### config.mk
export PLATFORM = sky130hd
export DESIGN_NAME = disp_regport
export DESIGN_NICKNAME = d
export VERILOG_FILES = /design/src/rtl/disp_regport.sv
export SDC_FILE = /design/constraint.sdc
export NUM_CORES = 1
export LEC_CHECK = 0
export BUFFER_PORTS_ARGS = -buffer_cell sky130_fd_sc_hd__buf_2
export CORE_MARGIN = 4
export CORE_UTILIZATION = 56
export CTS_BUF_LIST = sky130_fd_sc_hd__clkbuf_16
export DETAILED_ROUTE_END_ITERATION = 12
export PLACE_DENSITY = 0.8
export SYNTH_ARGS = -nofsm -noshare
export SYNTH_HDL_FRONTEND = slang
export SYNTH_SLANG_ARGS = --single-unit
### constraint.sdc
create_clock -name clk -period 2.6 [get_ports clk]
set_input_delay 0.13 -clock clk [delete_from_list [all_inputs] [get_ports clk]]
set_output_delay 0.13 -clock clk [all_outputs]
set_load 0.05 [all_outputs]
### src/rtl/disp_regport.sv
module disp_regport #(
  parameter int ADDR_W       = 5,
  parameter int SEQ_N        = 8,
  parameter int CRT_N        = 32,
  parameter int GFX_N        = 9,
  parameter int UNLOCK_READS = 4
) (
  input  logic                clk,
  input  logic                rst_n,
  input  logic [ADDR_W-1:0]   bus_addr,
  input  logic                bus_wr,
  input  logic                bus_rd,
  input  logic [7:0]          bus_wdata,
  output logic [7:0]          bus_rdata,
  output logic [SEQ_N*8-1:0]  seq_regs,
  output logic [CRT_N*8-1:0]  crt_regs,
  output logic [GFX_N*8-1:0]  gfx_regs,
  output logic [7:0]          dac_mask,
  output logic [7:0]          color_mode,
  output logic [5:0]          pix_bpp
);
  localparam logic [ADDR_W-1:0] A_SEQ_IX = ADDR_W'(5'h04);
  localparam logic [ADDR_W-1:0] A_SEQ_DT = ADDR_W'(5'h05);
  localparam logic [ADDR_W-1:0] A_MASK   = ADDR_W'(5'h06);
  localparam logic [ADDR_W-1:0] A_GFX_IX = ADDR_W'(5'h0E);
  localparam logic [ADDR_W-1:0] A_GFX_DT = ADDR_W'(5'h0F);
  localparam logic [ADDR_W-1:0] A_CRT_IX = ADDR_W'(5'h14);
  localparam logic [ADDR_W-1:0] A_CRT_DT = ADDR_W'(5'h15);
  localparam int CNT_W    = $clog2(UNLOCK_READS + 1);
  localparam int DEPTH_IX = 7;

  logic [7:0] seq_idx, crt_idx, gfx_idx;
  logic [7:0] seq_q [SEQ_N];
  logic [7:0] crt_q [CRT_N];
  logic [7:0] gfx_q [GFX_N];
  logic [7:0] mask_q, mode_q;
  logic [CNT_W-1:0] rd_cnt;
  logic [7:0] seq_rd, crt_rd, gfx_rd;

  wire unlocked = (rd_cnt == CNT_W'(UNLOCK_READS));
  wire mask_wr  = bus_wr && bus_addr == A_MASK;
  wire seq_we   = bus_wr && bus_addr == A_SEQ_DT;
  wire crt_we   = bus_wr && bus_addr == A_CRT_DT;
  wire gfx_we   = bus_wr && bus_addr == A_GFX_DT;

  always_ff @(posedge clk or negedge rst_n) begin
    if (!rst_n) begin
      seq_idx <= '0;
      crt_idx <= '0;
      gfx_idx <= '0;
    end else if (bus_wr) begin
      if (bus_addr == A_SEQ_IX) seq_idx <= bus_wdata;
      if (bus_addr == A_CRT_IX) crt_idx <= bus_wdata;
      if (bus_addr == A_GFX_IX) gfx_idx <= bus_wdata;
    end
  end

  always_ff @(posedge clk or negedge rst_n) begin
    if (!rst_n) begin
      for (int i = 0; i < SEQ_N; i++) seq_q[i] <= '0;
    end else if (seq_we) begin
      for (int i = 0; i < SEQ_N; i++)
        if (seq_idx == 8'(i)) seq_q[i] <= bus_wdata;
    end
  end

  always_ff @(posedge clk or negedge rst_n) begin
    if (!rst_n) begin
      for (int i = 0; i < CRT_N; i++) crt_q[i] <= '0;
    end else if (crt_we) begin
      for (int i = 0; i < CRT_N; i++)
        if (crt_idx == 8'(i)) crt_q[i] <= bus_wdata;
    end
  end

  always_ff @(posedge clk or negedge rst_n) begin
    if (!rst_n) begin
      for (int i = 0; i < GFX_N; i++) gfx_q[i] <= '0;
    end else if (gfx_we) begin
      for (int i = 0; i < GFX_N; i++)
        if (gfx_idx == 8'(i)) gfx_q[i] <= bus_wdata;
    end
  end

  always_ff @(posedge clk or negedge rst_n) begin
    if (!rst_n) begin
      mask_q <= '0;
      mode_q <= '0;
    end else if (mask_wr) begin
      if (unlocked) mode_q <= bus_wdata;
      else          mask_q <= bus_wdata;
    end
  end

  always_ff @(posedge clk or negedge rst_n) begin
    if (!rst_n)                   rd_cnt <= '0;
    else if (bus_wr)              rd_cnt <= '0;
    else if (bus_rd) begin
      if (bus_addr != A_MASK)     rd_cnt <= '0;
      else if (!unlocked)         rd_cnt <= rd_cnt + 1'b1;
    end
  end

  always_comb begin
    seq_rd = '0;
    crt_rd = '0;
    gfx_rd = '0;
    for (int i = 0; i < SEQ_N; i++) if (seq_idx == 8'(i)) seq_rd = seq_q[i];
    for (int i = 0; i < CRT_N; i++) if (crt_idx == 8'(i)) crt_rd = crt_q[i];
    for (int i = 0; i < GFX_N; i++) if (gfx_idx == 8'(i)) gfx_rd = gfx_q[i];
  end

  always_comb begin
    bus_rdata = '0;
    if (bus_rd && !bus_wr) begin
      case (bus_addr)
        A_SEQ_IX: bus_rdata = seq_idx;
        A_SEQ_DT: bus_rdata = seq_rd;
        A_MASK:   bus_rdata = mask_q;
        A_GFX_IX: bus_rdata = gfx_idx;
        A_GFX_DT: bus_rdata = gfx_rd;
        A_CRT_IX: bus_rdata = crt_idx;
        A_CRT_DT: bus_rdata = crt_rd;
        default:  bus_rdata = '0;
      endcase
    end
  end

  always_comb begin
    case (seq_q[DEPTH_IX][4:0])
      5'h11:   pix_bpp = 6'd8;
      5'h17:   pix_bpp = 6'd16;
      5'h15:   pix_bpp = 6'd24;
      5'h19:   pix_bpp = 6'd32;
      default: pix_bpp = 6'd0;
    endcase
  end

  for (genvar g = 0; g < SEQ_N; g++) begin : g_seq_out
    assign seq_regs[g*8 +: 8] = seq_q[g];
  end
  for (genvar g = 0; g < CRT_N; g++) begin : g_crt_out
    assign crt_regs[g*8 +: 8] = crt_q[g];
  end
  for (genvar g = 0; g < GFX_N; g++) begin : g_gfx_out
    assign gfx_regs[g*8 +: 8] = gfx_q[g];
  end

  assign dac_mask   = mask_q;
  assign color_mode = mode_q;
endmodule


### Word-level counts from Yosys, hierarchy flattened

Index checks and enable logic that the tools add are counted.

| word-level totals | value |
|---|---|
| flip-flop bits (word level) | 435 |
| input bits | 17 |
| output and inout port bits | 422 |
| word-level logic and storage cells | 238 |

| operators by class | value |
|---|---|
| add/sub/neg operators | 1 |
| eq/ne operators | 60 |
| muxes and demuxes | 56 |
| bitwise logic cells | 1 |
| reductions and logical operators | 65 |

Operator list:

| cell | count |
|---|---|
| 2-to-1 mux 8 bit | 50 |
| equality test 8 x 5 -> 1 bit, second input constant | 16 |
| AND reduction 2 bit | 55 |
| equality test 8 x 3 -> 1 bit, second input constant | 12 |
| equality test 8 x 4 -> 1 bit, second input constant | 9 |
| case mux 8 bit (7 select lines) | 1 |
| equality test 8 x 2 -> 1 bit, second input constant | 6 |
| equality test 5 bit, second input constant | 6 |
| equality test 8 x 1 -> 1 bit, second input constant | 3 |
| zero test 8 bit | 3 |
| case mux 6 bit (4 select lines) | 1 |
| equality test 5 x 3 -> 1 bit, second input constant | 3 |
| 2-to-1 mux 3 bit | 4 |
| equality test 5 x 4 -> 1 bit, second input constant | 2 |
| logical AND 1 bit | 5 |
| inequality test 5 x 3 -> 1 bit, second input constant | 1 |
| adder 3 x 1 -> 3 bit, second input constant | 1 |
| equality test 3 bit, second input constant | 1 |
| inequality test 3 x 2 -> 1 bit, second input constant | 1 |
| nonzero test 2 bit | 1 |
| zero test 1 bit | 1 |
| NOT 1 bit | 1 |

### Logic depth before layout (Yosys ltp)

| depth | value |
|---|---|
| depth in word-level cells | 35 |
| depth in mapped cells | 11 |
| depth with buffers taken out | 7 |

### Worst setup path before layout

No wires, ideal clock.

| path | value |
|---|---|
| kind | flip-flop to output port |
| from | register crt_idx[7] |
| to | output bus_rdata[7] |
| arrival | 3.051 ns |
| required time | 2.470 ns |
| path slack | -0.581 ns |
| stages on the path, launching flop included | 9 |
| path buffers | 1 |
| path through | dfrtp_1 > nor4_2 > buf_4 > nand2_1 > o22ai_1 > a21oi_1 > o211ai_1 > a211oi_1 > o32ai_1 |

| on the way | value |
|---|---|
| longest elaborated chain between the ends | 35 |
| elaborated cells on any way between the ends | 66 |
| classes of those cells | eq/ne (31); mux (34); reduce/logical (1) |

RTL lines:

| what | RTL line | RTL |
|---|---|---|
| start: declaration | 32 | `logic [7:0] seq_idx, crt_idx, gfx_idx;` |
| start signal: assignment | 53 | `if (bus_addr == A_CRT_IX) crt_idx <= bus_wdata;` |
| zero test 8 bit | 109 | `for (int i = 0; i < CRT_N; i++) if (crt_idx == 8'(i)) crt_rd = crt_q[i];` |
| 2-to-1 mux 8 bit (32 in a row) | 109 |  |
| case mux 8 bit (7 select lines) * | 116 | `case (bus_addr)` |
| 2-to-1 mux 8 bit * | 115 | `if (bus_rd && !bus_wr) begin` |
| end: declaration | 14 | `output logic [7:0] bus_rdata,` |

Mark *: on every way between the ends. The rest lies on a longest branch, timed or not.

### Worst setup path in the final report

| path | value |
|---|---|
| from | register crt_idx[5] |
| to | output bus_rdata[3] |

| on the way | value |
|---|---|
| longest elaborated chain between the ends | 35 |
| elaborated cells on any way between the ends | 66 |
| classes of those cells | eq/ne (31); mux (34); reduce/logical (1) |

RTL lines:

| what | RTL line |
|---|---|
| zero test 8 bit | 109 |
| 2-to-1 mux 8 bit (31 in a row) | 109 |
| 2-to-1 mux 8 bit * | 109 |
| case mux 8 bit (7 select lines) * | 116 |
| 2-to-1 mux 8 bit * | 115 |

Marks and branches as above.

==> summary.txt <==
Status
  – Status: finished, violations left
  – Violated checks: negative setup slack

Synthesis
  – Post-Synth Adder-Cell Area: 0.116%
  – Async SR Flop Fraction: 100%
  – Cell variety after synth: 80
  – Warnings from Yosys: 0
  – Post-synthesis mux area share: 28.3%
  – Part of the Yosys area used for sequential elements: 50.3%
  – EDFF count, synth: 0
  – Post-synthesis cell area: 21,600 um^2
  – Synth Register Bits: 435
  – Top_reg_cell synth: dfrtp_1
  – Syn Area/Cell: 12.4 um^2
  – Post-Synth XOR/XNOR Area: 0%
  – Post-Synth Simple-Gate Area: 8.84%
  – Complex-gate fraction of the synthesized area: 9.46%
  – Main combinational cell family by area after synthesis: multiplexers
  – Cells after synthesis: 1,747

CTS
  – Worst-Skew Late Latency: 0.58 ns
  – Root Buffer: clkbuf_16
  – CTS tree: built
  – CTS HTree Levels: 2
  – Clk buf depth: 3
  – CTS Buf Count: 44
  – Clock transition at path regs: 0.06 ns
  – Clk sinks: 435

STA
  – Achievable frequency: 304 MHz
  – Worst hold slack: 0.123 ns
  – Period minus WS final: 3.29 ns
  – Final Max Slew Viols: 0
  – Clock skew: 0.0176 ns
  – Slew margin rel.: 44.2%
  – Final Cycle Share: 127%
  – RSZ-0062 raised after global routing: true
  – Final setup viols: 8
  – Slew @ Worst Pin: 0.837 ns
  – Setup ws final: -0.692 ns
  – Final Hold Viols: 0

Floorplanning
  – Die W: 205 um
  – Io pins: 439
  – Starting Density: 57.1%
  – # rows: 71
  – Area of the die: 41,800 um^2
  – Core Region: 37,800 um^2
  – Die height: 205 um

Place
  – PortBufs: 435
  – Setup WS pre-CTS: -0.349 ns
  – GPL Wtd Cong: 1.02
  – Area post-placement: 26,300 um^2
  – Post-DP HPWL: 61.3 mm

Routing
  – DR WL/cell: 28.6 um
  – Pre-Repair DR Iteration Count: 7
  – Routed WL: 84.0 mm
  – DRC viols: 0
  – ANT nets after route: 0
  – Initial DRC count: 1,689
  – Vias: 18,800
  – Vias/cell: 6.41

Global route
  – Vias in the first global route: 19,000
  – Largest net degree at the start of global routing: 81
  – Initial antenna violation count: 2
  – Grt ovf: 0
  – First-pass GRT wire length: 125 mm
  – Total GRT Usage: 39.4%

Worst setup path
  – Arr. time, crit path: 3.16 ns
  – Type of origin of the critical path: register
  – Critical path fanouts, max: 8
  – Critical path, cell by cell: or4b_4 > buf_6 > or4_4 > o211ai_1 > a22o_1 > a31oi_4 > o2111ai_4 > a41oi_4 > buf_12
  – Worst path bufs/invs: 2
  – CP delay by family, top: simple AND/OR/NAND/NOR gates
  – Worst setup EP type: output pin
  – Req. time, crit path: 2.47 ns
  – Worst path max stage delay: 0.54 ns
  – Kind of critical path: reg -> out
  – Slowest CP cell: or4b_4

Pwr
  – Leak pwr: 14.6 nW
  – Peak VDD IR: 0.622 mV
  – Power Total: 0.0183 W
  – PwrDens: 644 nW/um^2

Finish
  – Commonest non-fill, non-tap cells in the layout: 441 x mux2_2, 430 x dfrtp_1, 426 x buf_2, 249 x buf_4, 78 x nor2_1
  – Final design instance area without fill: 28,400 um^2
  – Fraction of layout cells with a size suffix above 1: 57.5%
  – Most common cell after layout, fill and taps aside: mux2_2
  – Fin nets: 2,404
  – Area Overhead vs Synth: 31.4%

Hold path
  – Hold Path Class: in -> reg

Run
  – Max-cap violations: 0
[cell families (layout without fill, tap and decap cells)]
| family | Yosys count | in the layout |
|---|---|---|
| muxes | 522 | 522 |
| AOI/OAI and AO/OA | 306 | 306 |
| adders and majority gates | 2 | 2 |
| buffers and inverters | 149 | 819 |
| DFF | 435 | 435 |
| and+or+nand+nor | 332 | 332 |
| other | 1 | 4 |
[routing by layer]
| metal | wire, um | part of all wire [%] | track usage (%) |
|---|---|---|---|
| met1 | 33000 | 39 | 53.1 |
| met2 | 39600 | 47 | 63.0 |
| met3 | 7450 | 8.9 | 8.01 |
| met4 | 3920 | 4.7 | 16.3 |
| met5 | 7 | 0.0083 | 0 |
[state kept, by name, indices dropped and copies added (netlist names)]
signal	count
color_mode	8
dac_mask	8
seq_regs	64
seq_idx	8
gfx_idx	8
crt_regs	256
gfx_regs	72
crt_idx	8
rd_cnt	3
[final cells by class]
class                   instances  area (um^2)
diodes                          1         2.50
clock buffers                  44         1100
clock inverters                36          339
fillers                      2577         9440
inverters                      12         46.3
multi-input cells            1165        10600
flip-flops and latches        435        10900
well taps                     511          639
repair buffers                727         4800
[report_power, final]
group | switching (W) | internal, W | leakage (nW) | total, W
Combinational | 0.00284 | 0.00175 | 7.86 | 0.00459
Clock | 0.00271 | 0.00369 | 0.731 | 0.00640
Sequential | 0.000283 | 0.00702 | 6.00 | 0.00731
[cells in the mapped netlist, types with 3 or more instances]
master     count  area (um^2)
mux2_2       441         4970
dfrtp_1      435        10900
nor2_1        83          312
clkbuf_1      77          289
nand2_1       77          289
a21oi_1       73          365
mux2i_1       53          531
o21ai_0       52          260
buf_2         37          185
mux4_2        27          608
o22ai_1       27          169
nor2_4        24          270
nor3_1        21          105
a211oi_1      20          150
nand3_1       19         95.1
nor2b_1       18          113
o211ai_1      17          128
buf_1         15         56.3
nor2_2        13         81.3
a22oi_1       12         90.1
a31oi_1       12         75.1
nand2b_1      12         75.1
a221oi_1      11         96.3
inv_1         10         37.5
a22o_1         9         78.8
a2111oi_0      8         70.1
buf_4          8         60.1
nand4_1        8         50.1
nor3_2         8         80.1
o32ai_1        8         70.1
a32oi_1        7         61.3
and2_1         7         43.8
and3_1         6         37.5
or3_1          6         37.5
a211o_1        5         43.8
a221o_1        5         50.1
a222oi_1       4         40.0
a2bb2oi_1      4         35.0
o2111ai_1      4         35.0
nand2_4        3         33.8
nor4_4         3         63.8
o21bai_1       3         22.5
o31ai_1        3         22.5
or4_1          3         22.5
[worst register-to-register path: cells and delay by family, from the launching register on]
family        cells  cell delay [ns]
buf+inv           5             0.96
simple gates      3             0.68
flops             1             0.40
mux               1             0.35
[repair_timing]
action,in CTS,in global routing
endpoints found under the setup margin,8,8
pin swaps,22,22
buffers inserted,15,7
gates resized for setup,78,47
hold buffers,4,0
endpoints found under the hold margin,71,0
[final timing paths]
check / slack [ns] / end / start / cells past startpoint
hold / removal: 0.12 / seq_regs[32] / bus_wdata[0] / 2
max in group asynchronous: 1.54 / crt_regs[127] / rst_n / 3
min in group asynchronous: 0.18 / crt_regs[181] / rst_n / 2
setup / recovery: -0.69 / bus_rdata[3] / crt_idx[5] / 9
hold reg to reg: 0.51 / color_mode[2] / color_mode[2] / 1
setup reg to reg: 0.08 / crt_regs[154] / crt_idx[6] / 9
[per-stage QoR]
stage,utilization (%),instances,TNS [ns]
2_1_floorplan,-,1749,-0.0868
6_report,75.1,2931,-5.03
3_5_place_dp,69.4,2826,-1.84
4_1_cts,74.4,2924,-5.06
3_3_place_gp,69.4,2826,-1.81
5_1_grt,75.0,2930,-5.56
Note: power is estimated with default switching activity, not from simulation.
